### src/rtl/vrr_pkg.sv
package vrr_pkg;

    // Register addresses; order is part of the programming interface
    typedef enum logic [2:0] {
        REG_CTRL   = 3'd0,
        REG_MIN    = 3'd1,
        REG_MAX    = 3'd2,
        REG_FLIP   = 3'd3,
        REG_ACTIVE = 3'd4,
        REG_FIXED  = 3'd5,
        REG_PUSH   = 3'd6,
        REG_SPARE  = 3'd7
    } reg_addr_e;

    // Working form of the control word
    typedef struct packed {
        logic [7:0] pipe_full;
        logic [1:0] fs_delay;
        logic       pf_ovr;
        logic       flip_en;
        logic       vrr_en;
    } ctrl_t;

    typedef enum logic [1:0] {
        PH_ACTIVE = 2'd0,
        PH_BLANK  = 2'd1,
        PH_EXIT   = 2'd2
    } phase_e;

    localparam int SPAN_W = 10;

    // Length in lines of the blank exit window
    function automatic logic [SPAN_W-1:0] exit_span(input ctrl_t c, input logic [7:0] def_pf);
        logic [7:0] pf;
        if (!c.vrr_en)
            pf = 8'd0;
        else if (c.pf_ovr)
            pf = c.pipe_full;
        else
            pf = def_pf;
        return {2'b00, pf} + {8'd0, c.fs_delay} + 10'd1;
    endfunction

endpackage

### src/rtl/vrr_cfg_regs.sv
module vrr_cfg_regs
    import vrr_pkg::*;
#(
    parameter int LINE_W     = 16,   // at least 16 so the control word fits
    parameter int RST_ACTIVE = 8,
    parameter int RST_TOTAL  = 12
) (
    input  logic              clk,
    input  logic              rst,
    input  logic              wr_en,
    input  logic [2:0]        wr_addr,
    input  logic [LINE_W-1:0] wr_data,
    input  logic              latch,
    input  logic              consume,
    output ctrl_t             act_ctrl,
    output logic [LINE_W-1:0] act_min_m1,
    output logic [LINE_W-1:0] act_max_m1,
    output logic [LINE_W-1:0] act_flip_m1,
    output logic [LINE_W-1:0] act_active,
    output logic [LINE_W-1:0] act_fixed_m1,
    output logic              push_req
);

    localparam int NLREG = 5;   // line-count registers at addresses 1..5

    ctrl_t pend_ctrl, ctrl_q;
    logic  push_en_q, push_send_q;

    // Line-count registers: pending copy plus working copy each
    for (genvar g = 0; g < NLREG; g++) begin : g_line
        localparam logic [2:0] ADDR = 3'(g + 1);
        localparam logic [LINE_W-1:0] RV =
            (g == 3) ? LINE_W'(RST_ACTIVE) :
            (g == 4) ? LINE_W'(RST_TOTAL - 1) : '0;
        logic [LINE_W-1:0] pend_q;
        logic [LINE_W-1:0] act_q;
        always_ff @(posedge clk) begin
            if (rst) begin
                pend_q <= RV;
                act_q  <= RV;
            end else begin
                if (wr_en && wr_addr == ADDR)
                    pend_q <= wr_data;
                if (latch)
                    act_q <= pend_q;
            end
        end
    end

    always_ff @(posedge clk) begin
        if (rst) begin
            pend_ctrl <= '0;
            ctrl_q    <= '0;
        end else begin
            if (wr_en && wr_addr == 3'(REG_CTRL)) begin
                pend_ctrl.vrr_en    <= wr_data[0];
                pend_ctrl.flip_en   <= wr_data[1];
                pend_ctrl.pf_ovr    <= wr_data[2];
                pend_ctrl.fs_delay  <= wr_data[5:4];
                pend_ctrl.pipe_full <= wr_data[15:8];
            end
            if (latch)
                ctrl_q <= pend_ctrl;
        end
    end

    // Push register acts at once; send clears when consumed
    always_ff @(posedge clk) begin
        if (rst) begin
            push_en_q   <= 1'b0;
            push_send_q <= 1'b0;
        end else if (wr_en && wr_addr == 3'(REG_PUSH)) begin
            push_en_q   <= wr_data[0];
            push_send_q <= wr_data[1];
        end else if (consume) begin
            push_send_q <= 1'b0;
        end
    end

    assign act_ctrl     = ctrl_q;
    assign act_min_m1   = g_line[0].act_q;
    assign act_max_m1   = g_line[1].act_q;
    assign act_flip_m1  = g_line[2].act_q;
    assign act_active   = g_line[3].act_q;
    assign act_fixed_m1 = g_line[4].act_q;
    assign push_req     = push_en_q & push_send_q;

    // working copies move only on a latch request
    a_r11_hold_between_latches: assert property (@(posedge clk) disable iff (rst)
        !latch |=> ($stable(ctrl_q) && $stable(g_line[1].act_q) && $stable(g_line[2].act_q)
                    && $stable(g_line[3].act_q)));

    // a consumed push leaves the send bit clear
    a_r10_send_clears: assert property (@(posedge clk) disable iff (rst)
        (consume && !(wr_en && wr_addr == 3'(REG_PUSH))) |=> !push_send_q);

endmodule

### src/rtl/vrr_bound_calc.sv
module vrr_bound_calc
    import vrr_pkg::*;
#(
    parameter int LINE_W        = 16,
    parameter int DEF_PIPE_FULL = 2
) (
    input  ctrl_t             ctrl,
    input  logic [LINE_W-1:0] min_m1,
    input  logic [LINE_W-1:0] max_m1,
    input  logic [LINE_W-1:0] flip_m1,
    input  logic [LINE_W-1:0] fixed_m1,
    output logic              vrr_on,
    output logic [LINE_W-1:0] exit_len,
    output logic [LINE_W-1:0] earliest,
    output logic [LINE_W-1:0] latest,
    output logic [LINE_W-1:0] fixed_exit
);

    localparam int XW = LINE_W + 1;

    logic [SPAN_W-1:0] span;
    logic [XW-1:0]     min_tot, max_tot, fix_tot;

    // Subtract with a floor at zero
    function automatic logic [LINE_W-1:0] sub_floor(input logic [XW-1:0] a, input logic [LINE_W-1:0] b);
        if (a > {1'b0, b})
            return LINE_W'(a - {1'b0, b});
        else
            return '0;
    endfunction

    assign span     = exit_span(ctrl, 8'(DEF_PIPE_FULL));
    assign exit_len = LINE_W'(span);
    assign vrr_on   = ctrl.vrr_en;

    // Stored values are count minus one
    assign min_tot = {1'b0, (ctrl.flip_en ? flip_m1 : min_m1)} + XW'(1);
    assign max_tot = {1'b0, max_m1} + XW'(1);
    assign fix_tot = {1'b0, fixed_m1} + XW'(1);

    assign earliest   = sub_floor(min_tot, exit_len);
    assign latest     = sub_floor(max_tot, exit_len);
    assign fixed_exit = sub_floor(fix_tot, exit_len);

endmodule

### src/rtl/vrr_line_seq.sv
module vrr_line_seq
    import vrr_pkg::*;
#(
    parameter int LINE_W = 16
) (
    input  logic              clk,
    input  logic              rst,
    input  logic              line_adv,
    input  logic              vrr_on,
    input  logic              push_req,
    input  logic [LINE_W-1:0] exit_len,
    input  logic [LINE_W-1:0] earliest,
    input  logic [LINE_W-1:0] latest,
    input  logic [LINE_W-1:0] fixed_exit,
    input  logic [LINE_W-1:0] active_lines,
    output logic              latch,
    output logic              consume,
    output logic [LINE_W-1:0] line_num,
    output logic              in_blank,
    output logic              vblank_start,
    output logic              exit_start,
    output logic              frame_start
);

    phase_e            phase_q;
    logic [LINE_W-1:0] line_q, nxt, exit_left_q;
    logic              vbs_q, es_q, fs_q;
    logic              going_blank, start_ok, start, wrap;

    assign nxt         = line_q + LINE_W'(1);
    assign going_blank = (nxt >= active_lines);

    always_comb begin
        if (vrr_on)
            start_ok = (nxt >= latest) || ((nxt >= earliest) && push_req);
        else
            start_ok = (nxt >= fixed_exit);
    end

    assign start   = line_adv && (phase_q != PH_EXIT) && going_blank && start_ok;
    assign wrap    = line_adv && (phase_q == PH_EXIT) && (exit_left_q == '0);
    assign latch   = start;
    assign consume = start && vrr_on && push_req;

    always_ff @(posedge clk) begin
        if (rst) begin
            line_q      <= '0;
            phase_q     <= PH_ACTIVE;
            exit_left_q <= '0;
            vbs_q       <= 1'b0;
            es_q        <= 1'b0;
            fs_q        <= 1'b0;
        end else begin
            vbs_q <= line_adv && (phase_q == PH_ACTIVE) && going_blank;
            es_q  <= start;
            fs_q  <= wrap;
            if (line_adv) begin
                if (wrap) begin
                    line_q  <= '0;
                    phase_q <= PH_ACTIVE;
                end else begin
                    line_q <= nxt;
                    if (start) begin
                        phase_q     <= PH_EXIT;
                        exit_left_q <= exit_len - LINE_W'(1);
                    end else if (phase_q == PH_EXIT) begin
                        exit_left_q <= exit_left_q - LINE_W'(1);
                    end else if (going_blank) begin
                        phase_q <= PH_BLANK;
                    end
                end
            end
        end
    end

    assign line_num     = line_q;
    assign in_blank     = (phase_q != PH_ACTIVE);
    assign vblank_start = vbs_q;
    assign exit_start   = es_q;
    assign frame_start  = fs_q;

    // a new frame begins at line zero
    a_r13_frame_at_zero: assert property (@(posedge clk) disable iff (rst)
        frame_start |-> (line_num == '0));

    // strobes follow a line boundary
    a_r13_strobe_follows_adv: assert property (@(posedge clk) disable iff (rst)
        (vblank_start || exit_start || frame_start) |-> $past(line_adv));

    // exit start and frame start never share a clock
    a_r13_exit_frame_apart: assert property (@(posedge clk) disable iff (rst)
        $onehot0({exit_start, frame_start}));

    // blank entry is reflected in the blank flag
    a_r4_blank_on_entry: assert property (@(posedge clk) disable iff (rst)
        vblank_start |-> in_blank);

endmodule

### src/rtl/vrr_vtiming_gen.sv
module vrr_vtiming_gen
    import vrr_pkg::*;
#(
    parameter int LINE_W        = 16,
    parameter int RST_ACTIVE    = 8,
    parameter int RST_TOTAL     = 12,
    parameter int DEF_PIPE_FULL = 2
) (
    input  logic              clk,
    input  logic              rst,
    input  logic              line_adv,
    input  logic              wr_en,
    input  logic [2:0]        wr_addr,
    input  logic [LINE_W-1:0] wr_data,
    output logic [LINE_W-1:0] line_num,
    output logic              in_blank,
    output logic              vblank_start,
    output logic              exit_start,
    output logic              frame_start
);

    ctrl_t             act_ctrl;
    logic [LINE_W-1:0] min_m1, max_m1, flip_m1, active_l, fixed_m1;
    logic [LINE_W-1:0] exit_len, earliest, latest, fixed_exit;
    logic              push_req, vrr_on, latch, consume;

    vrr_cfg_regs #(
        .LINE_W    (LINE_W),
        .RST_ACTIVE(RST_ACTIVE),
        .RST_TOTAL (RST_TOTAL)
    ) u_regs (
        .clk         (clk),
        .rst         (rst),
        .wr_en       (wr_en),
        .wr_addr     (wr_addr),
        .wr_data     (wr_data),
        .latch       (latch),
        .consume     (consume),
        .act_ctrl    (act_ctrl),
        .act_min_m1  (min_m1),
        .act_max_m1  (max_m1),
        .act_flip_m1 (flip_m1),
        .act_active  (active_l),
        .act_fixed_m1(fixed_m1),
        .push_req    (push_req)
    );

    vrr_bound_calc #(
        .LINE_W       (LINE_W),
        .DEF_PIPE_FULL(DEF_PIPE_FULL)
    ) u_calc (
        .ctrl      (act_ctrl),
        .min_m1    (min_m1),
        .max_m1    (max_m1),
        .flip_m1   (flip_m1),
        .fixed_m1  (fixed_m1),
        .vrr_on    (vrr_on),
        .exit_len  (exit_len),
        .earliest  (earliest),
        .latest    (latest),
        .fixed_exit(fixed_exit)
    );

    vrr_line_seq #(
        .LINE_W(LINE_W)
    ) u_seq (
        .clk         (clk),
        .rst         (rst),
        .line_adv    (line_adv),
        .vrr_on      (vrr_on),
        .push_req    (push_req),
        .exit_len    (exit_len),
        .earliest    (earliest),
        .latest      (latest),
        .fixed_exit  (fixed_exit),
        .active_lines(active_l),
        .latch       (latch),
        .consume     (consume),
        .line_num    (line_num),
        .in_blank    (in_blank),
        .vblank_start(vblank_start),
        .exit_start  (exit_start),
        .frame_start (frame_start)
    );

endmodule

### config.mk
export PLATFORM = sky130hd
export DESIGN_NAME = vrr_vtiming_gen
export DESIGN_NICKNAME = d
export VERILOG_FILES = /design/src/rtl/vrr_pkg.sv /design/src/rtl/vrr_cfg_regs.sv /design/src/rtl/vrr_bound_calc.sv /design/src/rtl/vrr_line_seq.sv /design/src/rtl/vrr_vtiming_gen.sv
export SDC_FILE = /design/constraint.sdc
export NUM_CORES = 1
export LEC_CHECK = 0
export ABC_AREA = 1
export ABC_CLOCK_PERIOD_IN_PS = 6000
export CORE_UTILIZATION = 60
export DETAILED_ROUTE_END_ITERATION = 6
export PLACE_DENSITY = 0.75
export SETUP_SLACK_MARGIN = 0.2
export SLEW_MARGIN = 0
export SYNTH_ARGS = -nofsm -noshare
export SYNTH_HDL_FRONTEND = slang
export SYNTH_HIERARCHICAL = 1
export SYNTH_SLANG_ARGS = --single-unit
### constraint.sdc
create_clock -name clk -period 6 [get_ports clk]
set_input_delay 1.2 -clock clk [delete_from_list [all_inputs] [get_ports clk]]
set_output_delay 1.2 -clock clk [all_outputs]
set_load 0.01 [all_outputs]
==> results of run 1 <==
[layout by cell type, fill, tap and decap left out, types with 4 or more instances in the layout]
cell,synthesis,layout
nand2_1,570,562
nor2_1,525,522
inv_1,298,294
dfxtp_1,225,223
nand3_1,193,190
o21ai_0,124,123
ha_1,95,86
a21oi_1,66,61
nand4_1,55,55
clkdlybuf4s50_1,0,42
xor2_1,43,42
nand2_2,32,39
nor2_2,28,30
buf_4,25,28
clkbuf_16,0,26
xnor2_1,21,20
nor3_1,18,17
nor2_4,11,12
inv_2,7,10
o21ai_1,11,9
a21oi_2,3,8
o21ai_2,5,8
clkbuf_8,0,7
o21bai_1,7,7
nand3b_1,7,7
conb_1,1,7
ha_4,0,6
clkinv_2,0,5
nor4_1,7,5
a22oi_1,5,5
bufinv_16,0,4
nand3_4,3,4
nand2_4,2,4
or2_2,4,4
o21a_1,4,4
nor3_2,3,4
buf_6,7,4
buf_12,1,4
[layer usage]
layer	track usage, %	vias up	part of all wire [%]
li1	-	7902	-
met1	44.49	7010	46
met2	54.18	486	45
met3	4.063	101	6.0
met4	11.17	0	3.3
met5	0	-	0
[cells in the mapped netlist, types with 4 or more instances]
cell and n:
a21oi_1 66, a22oi_1 5, buf_2 31, buf_4 25
buf_6 7, clkbuf_1 26, dfxtp_1 225, fa_1 4
ha_1 95, inv_1 298, inv_2 7, nand2_1 570
nand2_2 32, nand3_1 193, nand3b_1 7, nand4_1 55
nor2_1 525, nor2_2 28, nor2_4 11, nor3_1 18
nor4_1 7, o21a_1 4, o21ai_0 124, o21ai_1 11
o21ai_2 5, o21bai_1 7, or2_2 4, xnor2_1 21
xor2_1 43
[through the flow]
stage               total power, W  cells  worst slack (ns)  util, %  hold slack [ns]
finish                    0.003348   2860            0.4649    68.74           0.4782
global route              0.003449   2860            0.1106    68.74           0.5023
CTS                       0.003369   2846            0.2061    67.25           0.4729
detailed placement        0.001745   2801           0.08905    63.65           0.4629
global placement          0.001742   2801            0.3053    63.65           0.4460
floorplan                 0.001688   2498            0.7558        -           0.4289
[sequential cells by signal (all words and copies together), names as in the netlist]
| name | flops |
|---|---|
| u_seq/phase_q | 2 |
| u_regs/act_min_m1 | 16 |
| u_seq/line_num | 16 |
| u_seq/exit_start | 1 |
| u_regs/act_active | 16 |
| u_regs/act_flip_m1 | 16 |
| u_regs/g_line.pend_q | 80 |
| u_seq/vblank_start | 1 |
| u_regs/act_fixed_m1 | 16 |
| u_seq/exit_left_q | 16 |
| u_regs/push_send_q | 1 |
| u_regs/pend_ctrl | 13 |
| u_regs/act_ctrl | 13 |
| u_regs/act_max_m1 | 16 |
| u_seq/frame_start | 1 |
| u_regs/push_en_q | 1 |
[final timing paths]
path | endpoint | start | slack [ns] | cells after the start
worst max-delay path | u_seq/exit_left_q[5] | u_regs/act_ctrl[2] | 0.46 | 34
worst min-delay path | u_regs/g_line[4].pend_q[0] | u_regs/g_line[4].pend_q[0] | 0.48 | 2
worst max register to register | u_seq/exit_left_q[5] | u_regs/act_ctrl[2] | 0.46 | 34
worst min register to register | u_regs/g_line[4].pend_q[0] | u_regs/g_line[4].pend_q[0] | 0.48 | 2
[cells by family (layout without fill, tap and decap cells)]
family / after synthesis / after routing
adders and majority gates: 99 / 99
DFF: 225 / 225
buffers and inverters: 403 / 434
and+or+nand+nor: 1464 / 1465
other: 1 / 7
xor gates and xnor gates: 64 / 64
AOI/OAI and AO/OA: 236 / 236
[repair_timing]
action,4_1_cts,5_1_grt
resized for setup,4,54
setup endpoints to repair,9,110
pin swaps,3,19
gates cloned,1,2
buffers inserted,0,12
[power by group]
part / switching, W / internal, W
registers: 0.0000130 / 0.00152
clock network: 0.000635 / 0.000998
logic: 0.000125 / 0.0000592
[tightest hold or removal path, delay by kind of cell, from the launching register on]
family / cells / cell delay [ns]
DFF: 1 / 0.33
and+or+nand+nor: 2 / 0.11
[cell type report]
cell class                      count  area (um^2)
Inverter                          310         1179
Sequential cell                   225         4507
Multi-Input combinational cell   1871         9668
Fill cell                        2275         7939
Clock buffer                       33        704.4
Timing Repair Buffer               80        805.8
Tap cell                          330        412.9
Clock inverter                     11        183.9
==> flow_metrics.py, run 1 <==
metrics = {
    "power_and_ir_drop": {
        "ir_drop_uv": 237.0,
        "power.density_nw_per_um2": 191.8,
        "leakage_nw": 8.742,
    },
    "timing": {
        "fin_setup_tns_ns": 0,
        "fmax_mhz": 180.7,
        "rsz0062_at_grt": "false",
        "setup_violations": 0,
        "period_needed_ns": 5.535,
        "worstMarginPinSlew_ns": 1.206,
        "slew_headroom_pct": 19.53,
        "period_share_pct": 92.25,
        "fin_skew_ns": 0.01720,
        "finalHoldViolations": 0,
        "drv_slew": 0,
    },
    "drt": {
        "wl_um": 44660,
        "vias": 15500,
        "via_per_inst": 5.419,
        "firstDrtPassIters": 7,
        "drt_iter0_drc": 1629,
        "wl_per_cell_um": 15.62,
        "drc": 1,
        "postRouteAntennaNets": 0,
    },
    "run_status": {
        "violations": "DRC",
        "outcome": "finished, violations left",
    },
    "setup_path": {
        "cp_common_cell": "nand2_1",
        "crit_arrival_ns": 5.95,
        "crit_buf_inv": 6,
        "cp_top_family": "simple AND/OR/NAND/NOR gates",
        "crit_path_top_delay_cell": "fa_2",
        "crit_type": "flip-flop to flip-flop",
        "worst_setup_path_end_kind": "flip-flop",
        "path_max_fanout": 16,
        "cp-start-kind": "flip-flop",
        "cp_data_required_time_ns": 6.42,
        "critPathMaxStageDelay_ns": 0.46,
    },
    "hold_path": {
        "hold_path.class": "flip-flop to flip-flop",
    },
    "layout": {
        "fin_nets": 2634,
        "syn2layout_area_growth_pct": 11.68,
        "fin_area_um2": 17460,
        "antenna_cells": 0,
        "drive_gt1_share_pct": 9.051,
    },
    "clock_network": {
        "cts_tree": "built",
        "clock_latency_ns": 0.54,
        "h-tree-depth": 1,
        "numCtsBuffers": 24,
        "clockRootBuffer": "clkbuf_16",
        "clk_pin_slew_ns": 0.06,
        "clockBufferDepth": 3,
        "hold_buffers": 0,
        "cts_sinks": 225,
    },
    "floorplanning": {
        "core-area_um2": 25400,
        "die_h_um": 163.4,
        "start_util_pct": 61.56,
        "die_x_um": 163.4,
        "pin_count": 43,
        "fp.dieArea_um2": 26710,
        "rows": 58,
    },
    "global_routing": {
        "grt_pass1_vias": 13840,
        "grt_max_degree": 103,
        "grt_pass1_wl_um": 70190,
        "grt_overflow": 0,
        "grt_usage_pct": 33.00,
        "antenna_found_initial": 0,
    },
    "synth": {
        "synthMuxAreaShare_pct": 0,
        "synth_top_area_cell": "dfxtp_1",
        "synth_area_leaders": "dfxtp_1 (29%), nand2_1 (14%), nor2_1 (13%)",
        "synth_compound_area_share_pct": 8.235,
        "syn_area_um2": 15630,
        "synth_seq_cells": 225,
        "synth-main-ff-cell": "dfxtp_1",
        "synthCells": 2492,
        "synthArstFlopShare_pct": 0,
        "synth_top_family_by_area": "simple AND/OR/NAND/NOR gates",
        "ys_warn_count": 6,
        "synth-simple-area-share_pct": 40.20,
        "yosysTopAreaCellShare_pct": 28.81,
        "synth-adder-area-share_pct": 8.115,
        "synthXorXnorAreaFrac_pct": 3.585,
        "synth_edf_count": 0,
        "ys_seq_area_share_pct": 28.81,
        "syn_avg_cell_area_um2": 6.274,
        "ys_types": 52,
    },
    "job": {
        "maxCapViolations": 0,
    },
    "place": {
        "portBuffers": 42,
        "place_congestion": 0.9467,
        "dp_hpwl_um": 32100,
        "placed_area_um2": 16170,
    },
}
Note: power is estimated with default switching activity, not from simulation.
==> run 2, diff against run 1 <==
--- a/config.mk
+++ b/config.mk
@@ -7,9 +7,9 @@
 export LEC_CHECK = 0
 export ABC_AREA = 1
 export ABC_CLOCK_PERIOD_IN_PS = 6000
-export CORE_UTILIZATION = 60
+export CORE_UTILIZATION = 48
 export DETAILED_ROUTE_END_ITERATION = 6
-export PLACE_DENSITY = 0.75
+export PLACE_DENSITY = 0.62
 export SETUP_SLACK_MARGIN = 0.2
 export SLEW_MARGIN = 0
 export SYNTH_ARGS = -nofsm -noshare
==> flow_metrics.py, run 2 (synthesized netlist as in run 1, its figures left out) <==
metrics = {
    "drt": {
        "drc": 0,
        "via_per_inst": 5.117,
        "wl_per_cell_um": 15.44,
        "vias": 15210,
        "firstDrtPassIters": 5,
        "drt_iter0_drc": 1129,
        "wl_um": 45900,
        "postRouteAntennaNets": 0,
    },
    "layout": {
        "regMostFlops": "u_regs/g_line.pend_q",
        "layout_commonest_cell": "nand2_1",
        "drive_gt1_share_pct": 9.066,
        "most-common-layout-cells": "nand2_1 (566), nor2_1 (521), inv_1 (294)",
        "largest_reg_flops": 80,
        "fin_nets": 2641,
        "syn2layout_area_growth_pct": 13.08,
        "fillers": 3252,
        "antenna_cells": 0,
        "finalNonFillerCells": 2972,
    },
    "timing": {
        "fin_setup_tns_ns": 0,
        "setup_violations": 0,
        "worstMarginPinSlew_ns": 1.298,
        "period_needed_ns": 5.475,
        "rsz0062_at_grt": "false",
        "fin_skew_ns": 0.01172,
        "fmax_mhz": 182.6,
        "slew_headroom_pct": 13.35,
        "period_share_pct": 91.26,
        "drv_slew": 0,
        "finalHoldViolations": 0,
    },
    "power_and_ir_drop": {
        "power_switching_w": 0.0007968,
        "sequentialPowerShare_pct": 45.2,
        "switching_share_pct": 23.48,
        "ir_drop_uv": 198.2,
        "combPwrFrac_pct": 5.4,
        "p_int_w": 0.002597,
        "clock_power_share_pct": 49.4,
        "power.density_nw_per_um2": 191.9,
        "leakage_nw": 8.769,
    },
    "setup_path": {
        "crit_path_top_delay_cell": "fa_2",
        "path_max_fanout": 26,
        "ff2ff_setup_slack_ns": 0.52,
        "r2r_end": "u_seq/exit_left_q[9]",
        "crit_buf_inv": 8,
        "cp_data_required_time_ns": 6.45,
        "cp-start-kind": "flip-flop",
        "rr_startpoint": "u_regs/act_ctrl[0]",
        "worst_setup_path_end_kind": "flip-flop",
        "cp_top_family": "simple AND/OR/NAND/NOR gates",
        "critPathMaxStageDelay_ns": 0.41,
        "crit_arrival_ns": 5.93,
        "ff2ff_path_depth": 35,
        "cp_common_cell": "nand2_1",
        "crit_type": "flip-flop to flip-flop",
    },
    "floorplanning": {
        "die_h_um": 182.5,
        "pin_count": 43,
        "die_x_um": 182.5,
        "rows": 65,
        "fp.dieArea_um2": 33300,
        "core-area_um2": 31800,
        "start_util_pct": 49.17,
    },
    "clock_network": {
        "clockRootBuffer": "clkbuf_16",
        "numCtsBuffers": 26,
        "clockBufferDepth": 3,
        "cts_sinks": 225,
        "cts_tree": "built",
        "clock_latency_ns": 0.56,
        "h-tree-depth": 1,
        "clk_pin_slew_ns": 0.07,
        "hold_buffers": 0,
    },
    "hold_path": {
        "hold_depth": 2,
        "whs_endpoint": "u_regs/g_line[4].pend_q[3]",
        "hp-start": "u_regs/g_line[4].pend_q[3]",
        "hold_path.class": "flip-flop to flip-flop",
    },
    "global_routing": {
        "grt_pass1_wl_um": 72680,
        "antenna_found_initial": 0,
        "grt_overflow": 0,
        "grt_pass1_vias": 13650,
        "grt_max_degree": 98,
        "grt_usage_pct": 27.19,
    },
    "place": {
        "portBuffers": 42,
        "placed_cells": 2905,
        "dp_hpwl_um": 33490,
        "place_congestion": 0.9278,
    },
    "job": {
        "maxCapViolations": 0,
    },
    "run_status": {
        "outcome": "finished clean",
    },
}
## run 2: area by class of cell
cell class                      instances  area, um^2  share of cell area [%]
Tap cell                              435       544.3                   3.078
Clock buffer                           36       728.2                   4.119
Multi-Input combinational cell       1871        9673                   54.71
Inverter                              310        1182                   6.687
Sequential cell                       225        4507                   25.49
Timing Repair Buffer                   85       868.3                   4.911
Clock inverter                         10       177.7                   1.005
## run 2: worst max-delay path by stage
stage / from / endpoint / cells past startpoint
2_1_floorplan: u_regs/act_ctrl[0] / u_regs/act_active[0] / 41
3_3_place_gp: u_regs/act_ctrl[0] / u_seq/exit_left_q[12] / 38
3_5_place_dp: u_regs/act_ctrl[0] / u_seq/exit_left_q[12] / 39
4_1_cts: u_regs/act_ctrl[0] / u_seq/exit_left_q[12] / 34
5_1_grt: u_regs/act_ctrl[0] / u_seq/exit_left_q[10] / 42
6_report: u_regs/act_ctrl[0] / u_seq/exit_left_q[9] / 35
## run 2: routing by layer
metal	global-route usage, %	up-vias	share of wire [%]
met1	39.15	6845	49
met3	2.854	70	4.8
met5	0	-	0
li1	-	7914	-
met4	7.563	0	2.7
met2	42.75	379	44
## run 2: worst register-to-register path: cells and delay by family (launching register included)
| kind | cells | cell delay [ns] |
|---|---|---|
| compound gates | 6 | 1.01 |
| xor+xnor | 1 | 0.16 |
| fa+ha+maj | 4 | 1.08 |
| buf+inv | 8 | 0.87 |
| flops | 1 | 0.34 |
| simple gates | 16 | 1.91 |
## run 2: power by group through the flow
stage          Clock [W]  Sequential (W)  Combinational (W)
2_1_floorplan          0         0.00156           0.000127
5_1_grt          0.00176         0.00153           0.000205
3_5_place_dp           0         0.00157           0.000182
6_report         0.00168         0.00153           0.000183
3_3_place_gp           0         0.00156           0.000181
4_1_cts          0.00171         0.00153           0.000183
## run 2: stage by stage
step,hold WS [ns],instance area (um^2),worst slack [ns],util [%],total power [W]
after floorplan,0.4289,15660,0.7558,-,0.001688
after global placement,0.4449,16310,0.1975,51.30,0.001746
after detailed placement,0.4536,16310,0.03648,51.30,0.001748
after CTS,0.4695,17290,0.2037,54.37,0.003426
after global routing,0.4905,17680,0.09820,55.60,0.003502
final,0.4669,17680,0.5245,55.60,0.003394
## run 2: what timing repair did
item / 4_1_cts / 5_1_grt
buffers inserted: 2 / 16
resized for setup: 8 / 51
endpoints found under the setup margin: 7 / 82
pin swaps: 1 / 23
hold endpoints to repair: 0 / 0
cloned: 0 / 3
